--- src/rtl/lsu_lane_align.sv ---
module lsu_lane_align (
  input  logic        clk,
  input  logic        rst_n,
  input  logic        req_valid,
  input  logic [5:0]  req_op,
  input  logic [31:0] base,
  input  logic [15:0] offset,
  input  logic [31:0] rt_data,
  output logic        mem_valid,
  output logic        mem_we,
  output logic [31:0] mem_addr,
  output logic [3:0]  mem_be,
  output logic [31:0] mem_wdata,
  input  logic        rsp_valid,
  input  logic [5:0]  rsp_op,
  input  logic [1:0]  rsp_addr_lo,
  input  logic [31:0] rsp_rdata,
  input  logic [31:0] rsp_old,
  output logic        wb_valid,
  output logic [31:0] wb_data
);
  localparam logic [5:0] OP_LB  = 6'd32, OP_LH  = 6'd33, OP_LWL = 6'd34, OP_LW  = 6'd35;
  localparam logic [5:0] OP_LBU = 6'd36, OP_LHU = 6'd37, OP_LWR = 6'd38;
  localparam logic [5:0] OP_SB  = 6'd40, OP_SH  = 6'd41, OP_SWL = 6'd42, OP_SW  = 6'd43;
  localparam logic [5:0] OP_SWR = 6'd46;

  logic [31:0] ea;
  logic [1:0]  k;
  logic        req_known, req_store;
  logic [3:0]  be_n;
  logic [31:0] wd_n;

  assign ea = base + {{16{offset[15]}}, offset};
  assign k  = ea[1:0];

  always_comb begin
    req_known = 1'b1;
    req_store = 1'b1;
    be_n      = 4'b1111;
    wd_n      = 32'h0;
    unique case (req_op)
      OP_SB:  begin be_n = 4'b0001 << k;                 wd_n = {4{rt_data[7:0]}}; end
      OP_SH:  begin be_n = ea[1] ? 4'b1100 : 4'b0011;    wd_n = {2{rt_data[15:0]}}; end
      OP_SW:  begin be_n = 4'b1111;                      wd_n = rt_data; end
      OP_SWL: begin be_n = 4'b1111 >> (2'd3 - k);        wd_n = rt_data >> {2'd3 - k, 3'b000}; end
      OP_SWR: begin be_n = 4'b1111 << k;                 wd_n = rt_data << {k, 3'b000}; end
      OP_LB, OP_LH, OP_LWL, OP_LW, OP_LBU, OP_LHU, OP_LWR: req_store = 1'b0;
      default: begin req_known = 1'b0; req_store = 1'b0; end
    endcase
  end

  always_ff @(posedge clk) begin
    if (!rst_n) begin
      mem_valid <= 1'b0;
      mem_we    <= 1'b0;
      mem_addr  <= 32'h0;
      mem_be    <= 4'h0;
      mem_wdata <= 32'h0;
    end else begin
      mem_valid <= req_valid && req_known;
      mem_we    <= req_valid && req_store;
      mem_addr  <= ea;
      mem_be    <= be_n;
      mem_wdata <= wd_n;
    end
  end

  logic [31:0] rd_shr, lwl_mask, lwr_mask;
  logic [7:0]  rbyte;
  logic [15:0] rhalf;
  logic        rsp_load;
  logic [31:0] wb_n;

  assign rd_shr   = rsp_rdata >> {rsp_addr_lo, 3'b000};
  assign rbyte    = rd_shr[7:0];
  assign rhalf    = rsp_addr_lo[1] ? rsp_rdata[31:16] : rsp_rdata[15:0];
  assign lwl_mask = 32'hFFFF_FFFF << {2'd3 - rsp_addr_lo, 3'b000};
  assign lwr_mask = 32'hFFFF_FFFF >> {rsp_addr_lo, 3'b000};

  always_comb begin
    rsp_load = 1'b1;
    wb_n     = rsp_rdata;
    unique case (rsp_op)
      OP_LB:  wb_n = {{24{rbyte[7]}}, rbyte};
      OP_LBU: wb_n = {24'h0, rbyte};
      OP_LH:  wb_n = {{16{rhalf[15]}}, rhalf};
      OP_LHU: wb_n = {16'h0, rhalf};
      OP_LW:  wb_n = rsp_rdata;
      OP_LWL: wb_n = (rsp_rdata << {2'd3 - rsp_addr_lo, 3'b000}) | (rsp_old & ~lwl_mask);
      OP_LWR: wb_n = rd_shr | (rsp_old & ~lwr_mask);
      default: rsp_load = 1'b0;
    endcase
  end

  always_ff @(posedge clk) begin
    if (!rst_n) begin
      wb_valid <= 1'b0;
      wb_data  <= 32'h0;
    end else begin
      wb_valid <= rsp_valid && rsp_load;
      wb_data  <= wb_n;
    end
  end

  p_addr_r1: assert property (@(posedge clk) disable iff (!rst_n)
    req_valid && req_known |=> mem_valid && mem_addr == $past(base) + {{16{$past(offset[15])}}, $past(offset)});
  p_store_lanes_r2: assert property (@(posedge clk) disable iff (!rst_n)
    mem_valid && mem_we |-> mem_be != 4'h0);
  p_load_read_r7: assert property (@(posedge clk) disable iff (!rst_n)
    mem_valid && !mem_we |-> mem_be == 4'hF);
  p_byte_onehot_r2: assert property (@(posedge clk) disable iff (!rst_n)
    req_valid && req_op == OP_SB |=> $countones(mem_be) == 1);
  p_lwl_full_r11: assert property (@(posedge clk) disable iff (!rst_n)
    rsp_valid && rsp_op == OP_LWL && rsp_addr_lo == 2'd3 |=> wb_data == $past(rsp_rdata));
  p_lwr_full_r12: assert property (@(posedge clk) disable iff (!rst_n)
    rsp_valid && rsp_op == OP_LWR && rsp_addr_lo == 2'd0 |=> wb_data == $past(rsp_rdata));
  p_req_idle_r13: assert property (@(posedge clk) disable iff (!rst_n)
    !req_valid |=> !mem_valid);
  p_rsp_idle_r13: assert property (@(posedge clk) disable iff (!rst_n)
    !rsp_valid |=> !wb_valid);
endmodule

--- config.mk ---
export PLATFORM = sky130hd
export DESIGN_NAME = lsu_lane_align
export DESIGN_NICKNAME = d
export VERILOG_FILES = /design/src/rtl/lsu_lane_align.sv
export SDC_FILE = /design/constraint.sdc
export NUM_CORES = 1
export LEC_CHECK = 0
export ABC_AREA = 1
export BUFFER_PORTS_ARGS = -buffer_cell sky130_fd_sc_hd__buf_2
export CAP_MARGIN = 20
export CORE_MARGIN = 3
export CORE_UTILIZATION = 38
export DETAILED_ROUTE_END_ITERATION = 16
export PLACE_DENSITY = 0.65
export SLEW_MARGIN = 15
export SYNTH_ARGS = -nofsm -noshare
export SYNTH_HDL_FRONTEND = slang
export SYNTH_SLANG_ARGS = --single-unit
--- constraint.sdc ---
create_clock -name clk -period 2.22 [get_ports clk]
set_input_delay 0.333 -clock clk [delete_from_list [all_inputs] [get_ports clk]]
set_output_delay 0.333 -clock clk [all_outputs]
set_load 0.005 [all_outputs]
==> out/qor.txt, run 1 <==
Most used DFF post-synth = dfxtp_1
Antenna violations before repair = 0
Top Ports = 265
Gr usage total = 25.5%
Worst Path Max Fanout = 14
Slew margin rel. = 61.5%
Actual slew at the worst max-slew pin = 0.576 ns
Pleak = 5.74 nW
First-pass GRT wire length = 49800 um
Synth top cells by count = 461 x nand2_1, 180 x inv_1, 162 x nor2_1, 151 x o21ai_0, 103 x dfxtp_1
Final worst path period share = 85.1%
# fillers = 2400
Number of synthesized flops with an enable pin = 0
Share of layout cells above drive strength 1 = 21.1%
#FFs+latches synth = 103
# rows = 54
Met2 usage = 39.4%
Initial core utilization = 38.9%
Pins Over Slew Limit = 0
Vias = 10.4k
Yosys cell types = 45
Avg Cell Area, Syn = 5.81 um2
Post-CTS Setup Inserts = 0
Total power per unit cell area = 515 nW/um2
Gr busiest metal = met2
CP Class = input port to flop
Port Buffer Count = 264
Total wire length = 32000 um
RSZ-0062 raised after global routing = no
Final-report hold violation count = 0
Design Area, Final = 10600 um2
Met1 GRT Util = 35.5%
Post-layout min period = 1.89 ns
Root Buffer Master = clkbuf_16
Area leader, netlist = dfxtp_1
CP required = 2.46 ns
Post-synth ARST share = 0%
Fin cells = 2012
Final ANT Viol Nets = 0
Register Area = 2060 um2
Detailed Route Iter0 Violations = 852
TritonCTS clock tree = done
Vias in the first global route = 9426
Mapped Nets = 1659
Hold WC Path Type = input port to flop
Number of antenna diodes = 0
Status = finished clean
GRT overflow = 0
Hold buffer count at cts = 0
CTS H-tree lvls = 3
Ranking of synthesized cells by area = dfxtp_1 24%, nand2_1 20%, o21ai_0 8.9%
HPWL after DPL = 24900 um
Via density = 5.19
Crit path launch type = input port
Die Wd = 156 um
WL/cell = 15.9 um
Max Cap Viol = 0
Pre-Repair DR Iteration Count = 6
Met3 global-route usage = 4.22%
CTS clk-pin slew, worst paths = 0.08 ns
Crit path DAT = 2.13 ns
Sequential fraction of the synthesis area = 24.2%
Multi-input logic area = 5450 um2
Cells after synthesis = 1465
Final Setup Violations = 0
Total CTS buffers = 9
Most frequent cell after synthesis = nand2_1
Final #Nets = 1921
Maximum operating frequency = 0.529 GHz
CP Capture Type = flop
Drc violations = 0
RD Place Congestion = 0.957
Cell area after placement = 10200 um2
Post-cts sizing count = 0
Placed instance count = 1996
Core Area = 21900 um2
Die height = 156 um
Largest net degree at the start of global routing = 68
Synthesis Warnings = 0
Area Overhead vs Synth = 24.0%
CTS Buffer Depth = 2
Die area = 24200 um2
Clk sinks = 103
Area share of the largest cell type after synthesis = 24.2%
Worst IR drop on VDD = 268 uV
Netlist Area Pre-Place = 8520 um2
-- worst max-delay path, stage by stage --
cell	delay (ns)
buf_2	0.08
ha_1	0.19
inv_1	0.06
fa_1	0.63
buf_4	0.21
nor2_4	0.05
inv_2	0.24
o21ai_0	0.13
nor3_1	0.14
nor2_1	0.06
-- area by class of cell --
class / count / area share (%)
Multi-Input combinational cell: 1116 / 51.6
Sequential cell: 103 / 19.5
Timing Repair Buffer: 306 / 15.7
Inverter: 191 / 6.82
Tap cell: 280 / 3.32
Clock buffer: 9 / 2.13
Clock inverter: 7 / 0.830
-- final timing paths --
check,startpoint,to,depth (start not counted)
max,offset[0],mem_wdata[18],10
min,rst_n,mem_addr[0],3
-- kinds of logic after synthesis --
logic type	Yosys count	share of synthesized area, %
adders and majority gates	32	4.79
DFF	103	24.2
xor gates and xnor gates	1	0.103
buffers and inverters	246	11.8
AOI/OAI and AO/OA	325	20.9
and+or+nand+nor	752	37.5
muxes	6	0.705
-- flip-flops by register name (all words and copies together), names as in the netlist --
signal / cells
wb_valid: 1
wb_data: 32
mem_wdata: 32
mem_be: 4
mem_valid: 1
mem_we: 1
mem_addr: 32
-- power by group --
group	switching, W	total (W)	internal (W)
Combinational	0.00108	0.00170	0.000619
Sequential	0.0000357	0.00200	0.00197
Clock	0.000832	0.00174	0.000903
Total	0.00195	0.00544	0.00349
-- cells in the final DEF, fill, tap and decap left out, drive strengths merged, types with 2 or more instances in the layout --
master,count
a211oi,2
clkbuf,9
o21bai,3
nor3,21
and2,5
mux2i,6
clkinv,4
ha,31
o21ai,178
nor2,177
a41oi,2
a21oi,88
o211ai,13
o221ai,5
o22ai,16
nor3b,6
a22oi,2
nand3,66
o21a,8
nand2,470
nand4,6
inv,193
dfxtp,103
a31oi,6
buf,306
-- layer usage --
metal  routed length (um)  vias up
li1                     -     5257
met5                    0        -
met2                13800      446
met3                 2660       63
met4                 1070        0
met1                14500     4669
-- per-stage QoR --
step	setup WS, ns	utilization [%]	hold WS (ns)	power [W]	TNS [ns]
floorplan	0.202	-	0.468	0.00306	0
global placement	0.0372	46.8	0.565	0.00372	0
detailed placement	-0.0402	46.8	0.569	0.00373	-0.139
CTS	0.347	48.2	0.188	0.00547	0
global route	0.184	48.2	0.207	0.00577	0
finish	0.330	48.2	0.206	0.00544	0
(Power assumes the default switching activity.)
==> run 2, diff against run 1 <==
Settings changed: CAP_MARGIN 20 to not set.
Clock period 2.22 ns to 1.8 ns, I/O delays scaled along.
==> run 2 against run 1 <==
Combinational power up 41%. Wire length up 1.8%. Final cell count up 5.0%. Non-clock buffer count up 100.
==> out/qor.txt, run 2 (synthesis results as in run 1) <==
Status = finished clean (unchanged)
Cell area after placement = 11100 um2 (was 10200 um2)
Slew margin rel. = 70.1% (was 61.5%)
Top Layer Used = met4 (unchanged)
CTS H-tree lvls = 3 (unchanged)
CP Capture Type = flop (unchanged)
WL met3 = 2630 um (was 2660 um)
Antenna violations before repair = 0 (unchanged)
CP Class = input port to flop (unchanged)
Total power per unit cell area = 610 nW/um2 (was 515 nW/um2)
Total wire length = 32600 um (was 32000 um)
Number of antenna diodes = 0 (unchanged)
Most frequent cells in the layout = 461 x nand2_1, 264 x buf_2, 180 x inv_1, 161 x nor2_1, 142 x o21ai_0 (was 461 x nand2_1, 264 x buf_2, 180 x inv_1, 162 x nor2_1, 151 x o21ai_0)
Switching share of power = 35.1% (was 35.8%)
Fin cells = 2112 (was 2012)
CTS Buffer Depth = 2 (unchanged)
Core Area = 21900 um2 (unchanged)
HPWL after DPL = 25800 um (was 24900 um)
Port Buffer Count = 264 (unchanged)
Pins Over Slew Limit = 0 (unchanged)
Register Area = 2060 um2 (unchanged)
WHS = 0.149 ns (was 0.206 ns)
# rows = 54 (unchanged)
CP required = 2.09 ns (was 2.46 ns)
First-pass GRT wire length = 52100 um (was 49800 um)
Post-CTS Setup Inserts = 0 (unchanged)
Top Registers = mem_addr: 32 flops, mem_wdata: 32 flops, wb_data: 32 flops (unchanged)
Final worst path period share = 93.6%
Clock group share of total power = 30.5% (was 31.9%)
Hold WC Path Type = input port to flop (unchanged)
Drc violations = 0 (unchanged)
Multi-input logic area = 5480 um2 (was 5450 um2)
Via density = 5.08 (was 5.19)
CP dominant cell by count = buf_4
Sequential power share = 35.3% (was 36.8%)
Crit path launch type = input port (unchanged)
Metal1 wirelength = 14000 um (was 14500 um)
Max incr delay on CP = 0.49 ns (was 0.63 ns)
Met2 WL = 15000 um (was 13800 um)
Pleak = 6.26 nW (was 5.74 nW)
Pre-Repair DR Iteration Count = 5 (was 6)
Gr usage total = 26.5% (was 25.5%)
Final-report hold violation count = 0 (unchanged)
Detailed Route Iter0 Violations = 791 (was 852)
Design Area, Final = 11500 um2 (was 10600 um2)
Worst Path Max Fanout = 9 (was 14)
Die area = 24200 um2 (unchanged)
Worst IR drop on VDD = 428 uV (was 268 uV)
Initial core utilization = 38.9% (unchanged)
Die height = 156 um (unchanged)
Final #Nets = 2021 (was 1921)
Combinational Power Share = 34.2% (was 31.3%)
Int Power = 0.00454 W (was 0.00349 W)
Largest net degree at the start of global routing = 51 (was 68)
Die Wd = 156 um (unchanged)
WL/cell = 15.4 um (was 15.9 um)
Actual slew at the worst max-slew pin = 0.443 ns (was 0.576 ns)
Area Overhead vs Synth = 34.6% (was 24.0%)
Placed instance count = 2096 (was 1996)
Final Setup Violations = 0 (unchanged)
TritonCTS clock tree = done (unchanged)
RD Place Congestion = 0.971 (was 0.957)
CP max-delay cell = fa_2 (was fa_1)
Crit path DAT = 1.97 ns (was 2.13 ns)
Top Ports = 265 (unchanged)
Post-layout min period = 1.69 ns
GRT overflow = 0 (unchanged)
Root Buffer Master = clkbuf_16 (unchanged)
# fillers = 2304 (was 2400)
Max Cap Viol = 0 (unchanged)
Commonest non-fill, non-tap cell in the layout = nand2_1 (unchanged)
Final ANT Viol Nets = 0 (unchanged)
Vias = 10.7k (was 10.4k)
Vias in the first global route = 10.3k (was 9426)
Clk sinks = 103 (unchanged)
Psw = 0.00245 W (was 0.00195 W)
CTS clk-pin slew, worst paths = 0.08 ns (about the same)
Maximum operating frequency = 0.593 GHz
Final Util = 52.4% (was 48.2%)
Total CTS buffers = 9 (unchanged)
Share of layout cells above drive strength 1 = 25.7% (was 21.1%)
Crit path cell chain = buf_2 -> ha_1 -> inv_1 -> fa_2 -> buf_4 -> nor2_4 -> nand2_1 -> buf_4 -> a31oi_1 (was buf_2 -> ha_1 -> inv_1 -> fa_1 -> buf_4 -> nor2_4 -> inv_2 -> o21ai_0 -> nor3_1 -> nor2_1)
RSZ-0062 raised after global routing = yes (was no)
-- run 2: cell count changes in the layout (fill, tap and decap cells not counted), sizes merged --
| cell | before | now |
|---|---|---|
| buf | 306 | 406 |
| clkinv | 4 | 3 |
| inv | 193 | 192 |
| clkinvlp | 0 | 1 |
| clkbuf | 9 | 10 |
-- run 2: through the flow --
stage	TNS (ns)	worst slack (ns)	power (W)
floorplan	-0.271	-0.0253	0.00380
global placement	-10.26	-0.322	0.00487
detailed placement	-11.09	-0.347	0.00488
CTS	0	0.0281	0.00702
global route	-0.0680	-0.0337	0.00743
finish	0	0.114	0.00699
-- run 2: cell type report --
class	count	share of cell area [%]
well taps	280	3.06
multi-input cells	1116	47.8
clock buffers	10	2.00
inverters	191	6.34
flip-flops and latches	103	18.0
clock inverters	6	0.677
repair buffers	406	22.2
-- run 2: power groups by stage --
stage | clock network, W | logic (W) | registers (W)
2_1_floorplan | 0 | 0.00127 | 0.00254
3_3_place_gp | 0 | 0.00235 | 0.00252
3_5_place_dp | 0 | 0.00236 | 0.00252
4_1_cts | 0.00218 | 0.00237 | 0.00247
5_1_grt | 0.00225 | 0.00270 | 0.00248
6_report | 0.00213 | 0.00239 | 0.00247
-- run 2: worst max-delay path: cells and delay by family --
| kind | cells | cell delay [ns] |
|---|---|---|
| buffers and inverters | 4 | 0.53 |
| and+or+nand+nor | 2 | 0.31 |
| AOI/OAI and AO/OA | 1 | 0.15 |
| adders and majority gates | 2 | 0.70 |
-- run 2: what timing repair did --
action,CTS,global route
endpoints found under the hold margin,0,0
gates resized for setup,0,10
setup endpoints to repair,0,21
hold buffers,0,0
-- run 2: metal layers --
metal  up-vias  global-route usage [%]
met5         -                       0
met4         0                    9.55
met3        67                    3.52
met2       509                    44.2
met1      4719                    35.1
li1       5432                       -
-- run 2: worst paths after layout --
check      start   endpoint  cells past startpoint
max    offset[0]  mem_be[3]                      9
min    req_valid     mem_we                      3
